### src/rtl/flash_cmd_pkg.sv
package flash_cmd_pkg;

  typedef enum logic [1:0] {
    MODE_READ = 2'd0,
    MODE_ID   = 2'd1,
    MODE_SEC  = 2'd2,
    MODE_BUSY = 2'd3
  } mode_e;

  typedef enum logic [3:0] {
    SQ_IDLE,
    SQ_U1,
    SQ_U2,
    SQ_PSET,
    SQ_E80,
    SQ_EU1,
    SQ_EU2,
    SQ_XIT,
    SQ_BUSY
  } seq_e;

  // Classification of one bus cycle.
  typedef struct packed {
    logic       wr;
    logic       at_first;
    logic       at_second;
    logic [7:0] code;
  } wr_cls_t;

  localparam logic [7:0] CODE_UNLK_A = 8'hAA;
  localparam logic [7:0] CODE_UNLK_B = 8'h55;
  localparam logic [7:0] CODE_PROG   = 8'hA0;
  localparam logic [7:0] CODE_ERSU   = 8'h80;
  localparam logic [7:0] CODE_ERSC   = 8'h10;
  localparam logic [7:0] CODE_IDRD   = 8'h90;
  localparam logic [7:0] CODE_SECEN  = 8'h88;
  localparam logic [7:0] CODE_RESET  = 8'hF0;
  localparam logic [7:0] CODE_SECX   = 8'h00;

  localparam logic [11:0] ADR_FIRST  = 12'h555;
  localparam logic [11:0] ADR_SECOND = 12'h2AA;

endpackage

### src/rtl/flash_cmd_match.sv
module flash_cmd_match
  import flash_cmd_pkg::*;
#(
  parameter int ADDR_W = 21,
  parameter int DATA_W = 16,
  parameter int CMP_W  = 11
) (
  input  logic              ce_n,
  input  logic              we_n,
  input  logic              oe_n,
  input  logic [CMP_W-1:0]  addr_lo,
  input  logic [7:0]        code,
  output wr_cls_t           cls
);
  localparam logic [CMP_W-1:0] A1 = CMP_W'(ADR_FIRST);
  localparam logic [CMP_W-1:0] A2 = CMP_W'(ADR_SECOND);

  always_comb begin
    cls.wr        = !ce_n && !we_n && oe_n;
    cls.at_first  = (addr_lo == A1);
    cls.at_second = (addr_lo == A2);
    cls.code      = code;
  end
endmodule

### src/rtl/flash_cmd_seq.sv
module flash_cmd_seq
  import flash_cmd_pkg::*;
(
  input  logic    clk,
  input  logic    rst_n,
  input  wr_cls_t cls,
  input  logic    accel,
  input  logic    op_done,
  output logic [1:0] mode,
  output logic    prog_start,
  output logic    erase_start,
  output logic    prog_load
);
  seq_e  st_q, st_d;
  mode_e base_q, base_d;
  logic  p_go, e_go;

  always_comb begin
    st_d      = st_q;
    base_d    = base_q;
    p_go      = 1'b0;
    e_go      = 1'b0;
    prog_load = 1'b0;
    if (st_q == SQ_BUSY) begin
      if (op_done) begin
        st_d   = SQ_IDLE;
        base_d = MODE_READ;
      end
    end else if (cls.wr) begin
      if (st_q == SQ_PSET) begin
        prog_load = 1'b1;
        p_go      = 1'b1;
        st_d      = SQ_BUSY;
      end else if (cls.code == CODE_RESET) begin
        st_d   = SQ_IDLE;
        base_d = MODE_READ;
      end else if (base_q == MODE_ID) begin
        st_d = SQ_IDLE;
      end else begin
        // A fall-back to read is the default outcome of any step below.
        st_d   = SQ_IDLE;
        base_d = MODE_READ;
        unique case (st_q)
          SQ_IDLE: begin
            base_d = base_q;
            if (accel && cls.code == CODE_PROG)
              st_d = SQ_PSET;
            else if (cls.at_first && cls.code == CODE_UNLK_A)
              st_d = SQ_U1;
          end
          SQ_U1: if (cls.at_second && cls.code == CODE_UNLK_B) begin
            st_d = SQ_U2; base_d = base_q;
          end
          SQ_U2: if (cls.at_first) begin
            case (cls.code)
              CODE_PROG:  begin st_d = SQ_PSET; base_d = base_q; end
              CODE_ERSU:  begin st_d = SQ_E80;  base_d = base_q; end
              CODE_IDRD: begin
                if (base_q == MODE_SEC) begin
                  st_d = SQ_XIT; base_d = base_q;
                end else begin
                  base_d = MODE_ID;
                end
              end
              CODE_SECEN: base_d = MODE_SEC;
              default: ;
            endcase
          end
          SQ_E80: if (cls.at_first && cls.code == CODE_UNLK_A) begin
            st_d = SQ_EU1; base_d = base_q;
          end
          SQ_EU1: if (cls.at_second && cls.code == CODE_UNLK_B) begin
            st_d = SQ_EU2; base_d = base_q;
          end
          SQ_EU2: if (cls.at_first && cls.code == CODE_ERSC) begin
            e_go = 1'b1; st_d = SQ_BUSY; base_d = base_q;
          end
          SQ_XIT: if (cls.code != CODE_SECX) begin
            base_d = MODE_READ;
          end
          default: ;
        endcase
      end
    end
  end

  always_ff @(posedge clk or negedge rst_n) begin
    if (!rst_n) begin
      st_q        <= SQ_IDLE;
      base_q      <= MODE_READ;
      prog_start  <= 1'b0;
      erase_start <= 1'b0;
    end else begin
      st_q        <= st_d;
      base_q      <= base_d;
      prog_start  <= p_go;
      erase_start <= e_go;
    end
  end

  assign mode = (st_q == SQ_BUSY) ? MODE_BUSY : base_q;
endmodule

### src/rtl/flash_prog_latch.sv
module flash_prog_latch #(
  parameter int ADDR_W = 21,
  parameter int DATA_W = 16
) (
  input  logic              clk,
  input  logic              rst_n,
  input  logic              load,
  input  logic [ADDR_W-1:0] addr,
  input  logic [DATA_W-1:0] data,
  output logic [ADDR_W-1:0] prog_addr,
  output logic [DATA_W-1:0] prog_data
);
  always_ff @(posedge clk or negedge rst_n) begin
    if (!rst_n) begin
      prog_addr <= '0;
      prog_data <= '0;
    end else if (load) begin
      prog_addr <= addr;
      prog_data <= data;
    end
  end
endmodule

### src/rtl/flash_id_rom.sv
module flash_id_rom #(
  parameter int          OFS_W    = 8,
  parameter logic [15:0] MFR_CODE = 16'h00C2,
  parameter logic [15:0] DEV_CODE = 16'h22FD
) (
  input  logic             en,
  input  logic [OFS_W-1:0] ofs,
  output logic [15:0]      word
);
  localparam int NCODE = 2;
  logic [15:0] codes [NCODE];
  assign codes[0] = MFR_CODE;
  assign codes[1] = DEV_CODE;

  always_comb begin
    word = '0;
    for (int i = 0; i < NCODE; i++)
      if (en && ofs == OFS_W'(i)) word = codes[i];
  end
endmodule

### src/rtl/flash_cmd_decoder.sv
module flash_cmd_decoder
  import flash_cmd_pkg::*;
#(
  parameter int          ADDR_W   = 21,
  parameter int          DATA_W   = 16,
  parameter int          CMP_W    = 11,
  parameter int          ID_OFS_W = 8,
  parameter logic [15:0] MFR_CODE = 16'h00C2,
  parameter logic [15:0] DEV_CODE = 16'h22FD
) (
  input  logic                clk,
  input  logic                rst_n,
  input  logic                ce_n,
  input  logic                we_n,
  input  logic                oe_n,
  input  logic [ADDR_W-1:0]   addr,
  input  logic [DATA_W-1:0]   wdata,
  input  logic                accel,
  input  logic                op_done,
  input  logic [ID_OFS_W-1:0] id_ofs,
  output logic [1:0]          mode,
  output logic                prog_start,
  output logic                erase_start,
  output logic [ADDR_W-1:0]   prog_addr,
  output logic [DATA_W-1:0]   prog_data,
  output logic [15:0]         id_word
);
  wr_cls_t cls;
  logic    load;

  flash_cmd_match #(.ADDR_W(ADDR_W), .DATA_W(DATA_W), .CMP_W(CMP_W)) u_match (
    .ce_n(ce_n), .we_n(we_n), .oe_n(oe_n),
    .addr_lo(addr[CMP_W-1:0]), .code(wdata[7:0]), .cls(cls)
  );

  flash_cmd_seq u_seq (
    .clk(clk), .rst_n(rst_n), .cls(cls), .accel(accel), .op_done(op_done),
    .mode(mode), .prog_start(prog_start), .erase_start(erase_start),
    .prog_load(load)
  );

  flash_prog_latch #(.ADDR_W(ADDR_W), .DATA_W(DATA_W)) u_latch (
    .clk(clk), .rst_n(rst_n), .load(load), .addr(addr), .data(wdata),
    .prog_addr(prog_addr), .prog_data(prog_data)
  );

  flash_id_rom #(.OFS_W(ID_OFS_W), .MFR_CODE(MFR_CODE), .DEV_CODE(DEV_CODE)) u_id (
    .en(mode == MODE_ID), .ofs(id_ofs), .word(id_word)
  );
endmodule

### config.mk
export PLATFORM = sky130hd
export DESIGN_NAME = flash_cmd_decoder
export DESIGN_NICKNAME = d
export VERILOG_FILES = /design/src/rtl/flash_cmd_pkg.sv /design/src/rtl/flash_cmd_match.sv /design/src/rtl/flash_cmd_seq.sv /design/src/rtl/flash_prog_latch.sv /design/src/rtl/flash_id_rom.sv /design/src/rtl/flash_cmd_decoder.sv
export SDC_FILE = /design/constraint.sdc
export NUM_CORES = 1
export LEC_CHECK = 0
export ABC_AREA = 0
export BUFFER_PORTS_ARGS = -buffer_cell sky130_fd_sc_hd__buf_2
export CAP_MARGIN = 20
export CORE_UTILIZATION = 41
export CTS_CLUSTER_DIAMETER = 30
export CTS_CLUSTER_SIZE = 20
export DETAILED_ROUTE_END_ITERATION = 16
export PLACE_DENSITY = 0.72
export SKIP_LAST_GASP = 1
export SYNTH_ARGS = -nofsm -noshare
export SYNTH_HDL_FRONTEND = slang
export SYNTH_SLANG_ARGS = --single-unit
export TNS_END_PERCENT = 10
### constraint.sdc
create_clock -name clk -period 2.16 [get_ports clk]
set_input_delay 0.324 -clock clk [delete_from_list [all_inputs] [get_ports clk]]
set_output_delay 0.324 -clock clk [all_outputs]
set_load 0.02 [all_outputs]
==> results of run 1 <==
## routing by layer
| metal | vias to the layer above | wire length, um |
|---|---|---|
| met5 | - | 0 |
| met4 | 0 | 95 |
| met3 | 10 | 342 |
| met2 | 78 | 2890 |
| met1 | 982 | 2370 |
| li1 | 1023 | - |
## logic make-up (layout without fill, tap and decap cells)
logic type,count (synthesis),after routing,synth area share
AOI/OAI and AO/OA,19,19,0.0503
buffers and inverters,26,143,0.0654
DFF,45,45,0.503
muxes,19,19,0.0950
other,1,6,0.00167
and+or+nand+nor,121,121,0.285
## path summary, 6_finish.rpt
path	start	to	slack, ns	cells after the start
max in group asynchronous	rst_n	u_seq.st_q[1]	1.09	3
hold reg to reg	u_latch.prog_addr[13]	u_latch.prog_addr[13]	0.48	2
min in group asynchronous	rst_n	u_latch.prog_data[15]	0.36	2
setup / recovery	u_seq.st_q[2]	id_word[3]	0.02	6
hold / removal	wdata[9]	u_latch.prog_data[9]	0.21	3
setup reg to reg	u_seq.st_q[2]	u_seq.base_q[1]	0.05	5
## worst min-delay path, stage by stage
cell	delay, ns
buf_2	0.07
nand2_1	0.04
nand2_1	0.04
## cells in the final DEF (no fill, tap or decap), types with 2 or more instances in the layout
| master | count |
|---|---|
| dfrtp_1 | 45 |
| inv_1 | 5 |
| buf_2 | 95 |
| nor4_1 | 8 |
| or3_4 | 2 |
| nand4_1 | 2 |
| clkbuf_8 | 5 |
| nor4bb_1 | 2 |
| nand3_1 | 4 |
| nor3b_1 | 2 |
| nor3_1 | 4 |
| nand2_1 | 64 |
| nand3b_1 | 2 |
| o22ai_1 | 2 |
| a31oi_1 | 2 |
| conb_1 | 6 |
| nand2b_1 | 3 |
| mux2_2 | 18 |
| nor2_1 | 4 |
| or4_4 | 3 |
| buf_4 | 32 |
| a21oi_1 | 3 |
| or4b_4 | 2 |
| o21ai_0 | 8 |
| or4_1 | 4 |
| nand4b_1 | 2 |
## through the flow
step | power (W) | hold WS [ns]
CTS | 0.00206 | 0.201
global route | 0.00215 | 0.197
finish | 0.00205 | 0.206
detailed placement | 0.00153 | 0.149
global placement | 0.00152 | 0.151
floorplan | 0.00130 | 0.0284
## flip-flops by register name, summed over array words and instances, names as in the netlist
register,cells
u_seq.prog_start,1
u_latch.prog_data,16
u_latch.prog_addr,21
u_seq.base_q,2
u_seq.st_q,4
u_seq.erase_start,1
## power by group through the flow
stage	registers [W]	clock network (W)	logic, W
after floorplan	0.00113	0	0.000175
after global placement	0.00101	0	0.000511
after detailed placement	0.00101	0	0.000519
after CTS	0.000996	0.000545	0.000523
after global routing	0.00101	0.000583	0.000562
final	0.000996	0.000530	0.000520
## layout make-up
cell class / count / share of cell area
clock inverters: 3 / 0.00690
repair buffers: 129 / 0.239
flip-flops and latches: 45 / 0.365
well taps: 70 / 0.0284
clock buffers: 5 / 0.0223
multi-input cells: 165 / 0.331
inverters: 6 / 0.00731
## cells in the mapped netlist, types with 4 or more instances
cell type  number
nand3_1         4
mux2_2         18
nor4_1          8
nand2_1        65
nor3_1          4
or4_1           5
inv_1           5
o21ai_0         8
dfrtp_1        45
nor2_1          4
clkbuf_1        7
buf_4          13
## repair_timing
action                     CTS  global route
setup endpoints to repair    7             9
resized for setup            9             3
cloned                       0             0
setup buffers                3             1
hold buffers                 1             0
pin swaps                    2             5
hold endpoints to repair     5             0
==> flow_summary_export.csv, run 1 <==
group,metric,value,unit
timing,skew,0.00434,ns
timing,period_share,0.992,
floorplan,ios,109,
timing,fin_ws,0.0178,ns
route,ant_nets,0,
worst_setup_path,cp.required,1.84,ns
route,remaining_drc_errors,0,
pwr,peakVddDrop,0.385,mV
pwr,intPower,0.00138,W
clock_network,cts_buffer_depth,2,
pwr,p_per_area,664,nW/um^2
worst_setup_path,end_kind,"output port",
worst_setup_path,path_cells,"or4b_4 -> buf_6 -> nand2_2 -> nor2_1 -> and2_4 -> buf_4",
floorplan,fp.coreArea,5170,um^2
pwr,p_seq_frac,0.487,
worst_setup_path,path_class,"flip-flop to output port",
final_layout,stdcell_area,3080,um^2
worst_setup_path,crit_path_start_kind,"flip-flop",
final_layout,finalNonFillerCells,423,
logic_synthesis,synth_top_area_share,0.503,
final_layout,drive_above_1_share,0.476,
placed_design,dp_slack,-0.187,ns
clock_network,clk_latency,0.30,ns
final_layout,multiInputGateArea,1020,um^2
floorplan,rows,26,
timing,slew_headroom,0.664,
placed_design,port-buffer-count,102,
logic_synthesis,netlist_area,2240,um^2
timing,tns,0,ns
global_route,grt_use_total,0.202,
global_route,busiest_layer,"met2",
pwr,p_leak,1.69,nW
placed_design,place_congestion,0.927,
clock_network,cts_tree,"yes",
logic_synthesis,yosysTopAreaCell,"dfrtp_1",
logic_synthesis,async_flop_share,1.00,
floorplan,die_x,75.9,um
logic_synthesis,yosysSeqAreaShare,0.503,
final_layout,area_delta_synth_final,37.7,%
logic_synthesis,synth_edf_count,0,
global_route,grt_util_met1,0.250,
route,via_per_inst,4.95,
global_route,grt-ovfl-total,0,
global_route,antenna_found_initial,0,
timing,hold_violations,0,
route,wl_per_cell,13.5,um
placed_design,placed_cell_area,2920,um^2
run_status,run_status,"completed",
timing,rsz0062_at_grt,"true",
logic_synthesis,synth_cells,231,
timing,fmax,0.467,GHz
logic_synthesis,yosys_warnings,0,
route,drt_wl_total,5700,um
final_layout,seq_area,1130,um^2
worst_setup_path,crit_family,"simple AND/OR/NAND/NOR gates",
pwr,switching_share,0.325,
logic_synthesis,synth_cell_types,44,
pwr,clkPwrFrac,0.259,
run,drv_cap,0,
global_route,use_met3,0.0494,
timing,maxSlewViolCount,0,
pwr,p_switching,0.000664,W
route,dr.pass1.iters,4,
timing,min_period,2.14,ns
global_route,grt_use_met2,0.343,
floorplan,die-area,5760,um^2
placed_design,hpwl,4280,um
final_layout,fin_nets,404,
clock_network,clockRootBuffer,"clkbuf_8",
logic_synthesis,synth.avg_cell_area,9.70,um^2
worst_setup_path,path_buf_inv,2,
route,vias,2093,
timing,worst_pin_slew,0.501,ns
global_route,grt_max_degree,41,
final_layout,antenna_cells,0,
placed_design,placedCellCount,411,
final_layout,post-route-util,0.596,
final_layout,nFillCells,480,
worst_hold_path,hold_path_class,"input pin to flip-flop",
clock_network,numCtsBuffers,5,
worst_setup_path,slowest_delay,0.55,ns
route,first_iter_violations,118,
clock_network,cts.clk_slew.worst_paths,0.09,ns
floorplan,die_h,75.9,um
floorplan,initial_core_util,0.433,
timing,finalSetupViolations,0,
clock_network,htree_levels,2,
global_route,grt_pass1_wl,9450,um
pwr,comb_power_share,0.254,
clock_network,cts.sinks,45,
worst_setup_path,crit_path_top_delay_cell,"or4b_4",
worst_setup_path,cp_max_fo,7,
logic_synthesis,ys_top_cells_by_area,"dfrtp_1 50%, nand2_1 11%, mux2_2 9.1%, buf_4 4.4%, nor4_1 2.2%",
logic_synthesis,ys_ff_latch,45,
worst_setup_path,cp.arrival,1.82,ns
logic_synthesis,ys.flop_type,"dfrtp_1",
global_route,first_global_vias,2008,
Note: power is estimated with default switching activity, not from simulation.
==> inputs of run 2 (changes only) <==
Settings changed: CORE_ASPECT_RATIO set to 1.4.
==> run 2 against run 1 <==
Power rose by 0.72%; utilization fell by 0.24 points; highest routed layer unchanged; critical path depth fell by 1; via count rose by 1.7%; critical endpoint is now u_seq.base_q[1]; first-iteration DRC count fell by 58%; design area barely moved; wire length did not move; hold slack got worse by 0.0038 ns; largest power group unchanged.
==> flow_summary_export.csv, run 2 (synthesized netlist as in run 1, its figures left out) <==
group,metric,value,unit
final_layout,area_delta_synth_final,37.8,%
timing,fmax,0.473,GHz
worst_setup_path,cp.arrival,2.35,ns
clock_network,cts.clk_slew.worst_paths,0.09,ns
global_route,grt_max_degree,46,
worst_setup_path,crit_start,"u_seq.st_q[0]",
route,wl_met3,361,um
floorplan,rows,31,
timing,rsz0062_at_grt,"true",
clock_network,cts.sinks,45,
route,vias,2129,
clock_network,clk_latency,0.30,ns
timing,holdWs,0.202,ns
worst_hold_path,hold_path_class,"input pin to flip-flop",
clock_network,cts_tree,"yes",
route,first_iter_violations,49,
final_layout,top_register,"u_latch.prog_addr",
timing,worst_pin_slew,0.487,ns
placed_design,placedCellCount,408,
timing,slew_headroom,0.672,
pwr,p_leak,1.69,nW
final_layout,fin_nets,403,
route,remaining_drc_errors,0,
clock_network,cts_buffer_depth,2,
run_status,run_status,"completed",
worst_setup_path,critPathCapture,"u_seq.base_q[1]",
global_route,grt-ovfl-total,0,
worst_setup_path,regToRegStartpoint,"u_seq.st_q[0]",
timing,finalSetupViolations,0,
clock_network,clockRootBuffer,"clkbuf_8",
final_layout,reg_top3,"u_latch.prog_addr (21), u_latch.prog_data (16), u_seq.st_q (4)",
timing,tns,0,ns
worst_setup_path,crit_path_top_delay_cell,"or4b_4",
worst_setup_path,slowest_delay,0.57,ns
final_layout,antenna_cells,0,
global_route,first_global_vias,2056,
timing,skew,0.00580,ns
pwr,finalPower,0.00206,W
final_layout,mostFrequentLayoutCells,"95 x buf_2, 64 x nand2_1, 45 x dfrtp_1",
clock_network,htree_levels,2,
route,wl_met2,3020,um
route,ant_nets,0,
final_layout,largest_register_ffs,21,
timing,maxSlewViolCount,0,
worst_setup_path,r2r_slack,0.04,ns
timing,min_period,2.12,ns
timing,period_share,0.979,
floorplan,die-area,5770,um^2
global_route,grt_pass1_wl,9180,um
placed_design,place_congestion,0.894,
placed_design,hpwl,4440,um
clock_network,numCtsBuffers,5,
timing,hold_violations,0,
pwr,p_per_area,668,nW/um^2
route,via_per_inst,5.09,
worst_setup_path,path_class,"flip-flop to flip-flop",
route,drt_wl_total,5700,um
worst_setup_path,end_kind,"flip-flop",
route,wl_per_cell,13.6,um
worst_setup_path,crit_path_start_kind,"flip-flop",
pwr,peakVddDrop,0.454,mV
global_route,antenna_found_initial,0,
route,top_layer,"met4",
final_layout,finalNonFillerCells,418,
global_route,grt_use_total,0.209,
run,drv_cap,0,
worst_setup_path,path_cells,"or4b_4 -> mux2i_1 -> a311o_1 -> or4_1 -> o22ai_1",
floorplan,ios,109,
floorplan,die_x,64.5,um
floorplan,die_h,89.5,um
final_layout,post-route-util,0.594,
route,dr.pass1.iters,4,
floorplan,initial_core_util,0.431,
final_layout,drive_above_1_share,0.477,
worst_setup_path,cp_max_fo,4,
worst_setup_path,timing.rr.end,"u_seq.base_q[1]",
floorplan,fp.coreArea,5200,um^2
final_layout,final_common_cell,"buf_2",
route,wl_met1,2130,um
worst_setup_path,worst-r2r-cell-count,5,
placed_design,port-buffer-count,102,
worst_setup_path,cp.required,2.39,ns
run 2: changes by cell type in the layout (fill, tap and decap cells not counted), sizes merged:
cell	before	now
buf	128	127
run 2: cell type report:
cell class / instances / area [um^2]
inverters: 6 / 22.5
clock inverters: 3 / 21.3
well taps: 66 / 82.6
fillers: 488 / 2110
flip-flops and latches: 45 / 1130
multi-input cells: 165 / 1030
repair buffers: 128 / 738
clock buffers: 5 / 68.8
run 2: power by group:
group / switching (W) / leakage [nW] / internal, W / total [W]
sequential: 0.0000508 / 0.604 / 0.000943 / 0.000994
combinational: 0.000315 / 1.04 / 0.000210 / 0.000525
clock: 0.000312 / 0.0445 / 0.000230 / 0.000542
total: 0.000677 / 1.69 / 0.00138 / 0.00206
run 2: worst min path at each step:
stage / from / end / slack, ns / depth (start not counted)
finish: addr[11] / u_latch.prog_addr[11] / 0.20 / 3
global route: addr[14] / u_latch.prog_addr[14] / 0.20 / 3
global placement: rst_n / u_latch.prog_addr[19] / 0.32 / 2
CTS: addr[11] / u_latch.prog_addr[11] / 0.20 / 3
detailed placement: rst_n / u_latch.prog_addr[12] / 0.33 / 2
floorplan: rst_n / u_latch.prog_addr[0] / 0.03 / 0
run 2: per-layer routing:
layer,vias up,global-route usage
met5,-,0
met4,0,0.137
met3,18,0.0446
met2,91,0.364
met1,996,0.230
li1,1024,-
run 2: stage by stage:
step,setup WS [ns],instance area (um^2)
finish,0.0444,3090
global route,-0.0729,3090
CTS,0.0241,3050
detailed placement,-0.206,2930
global placement,-0.170,2930
floorplan,-0.0418,2280
run 2: timing repair:
item | in CTS | in global routing
setup buffers | 1 | 2
hold buffers | 1 | 0
pin swaps | 0 | 6
hold endpoints to repair | 45 | 0
resized for setup | 8 | 4
endpoints found under the setup margin | 7 | 10
run 2: worst max-delay path: cells and delay by family (launching register included):
family / cells / cell delay, ns
compound gates: 2 / 0.44
flops: 1 / 0.39
mux: 1 / 0.16
simple gates: 2 / 1.05
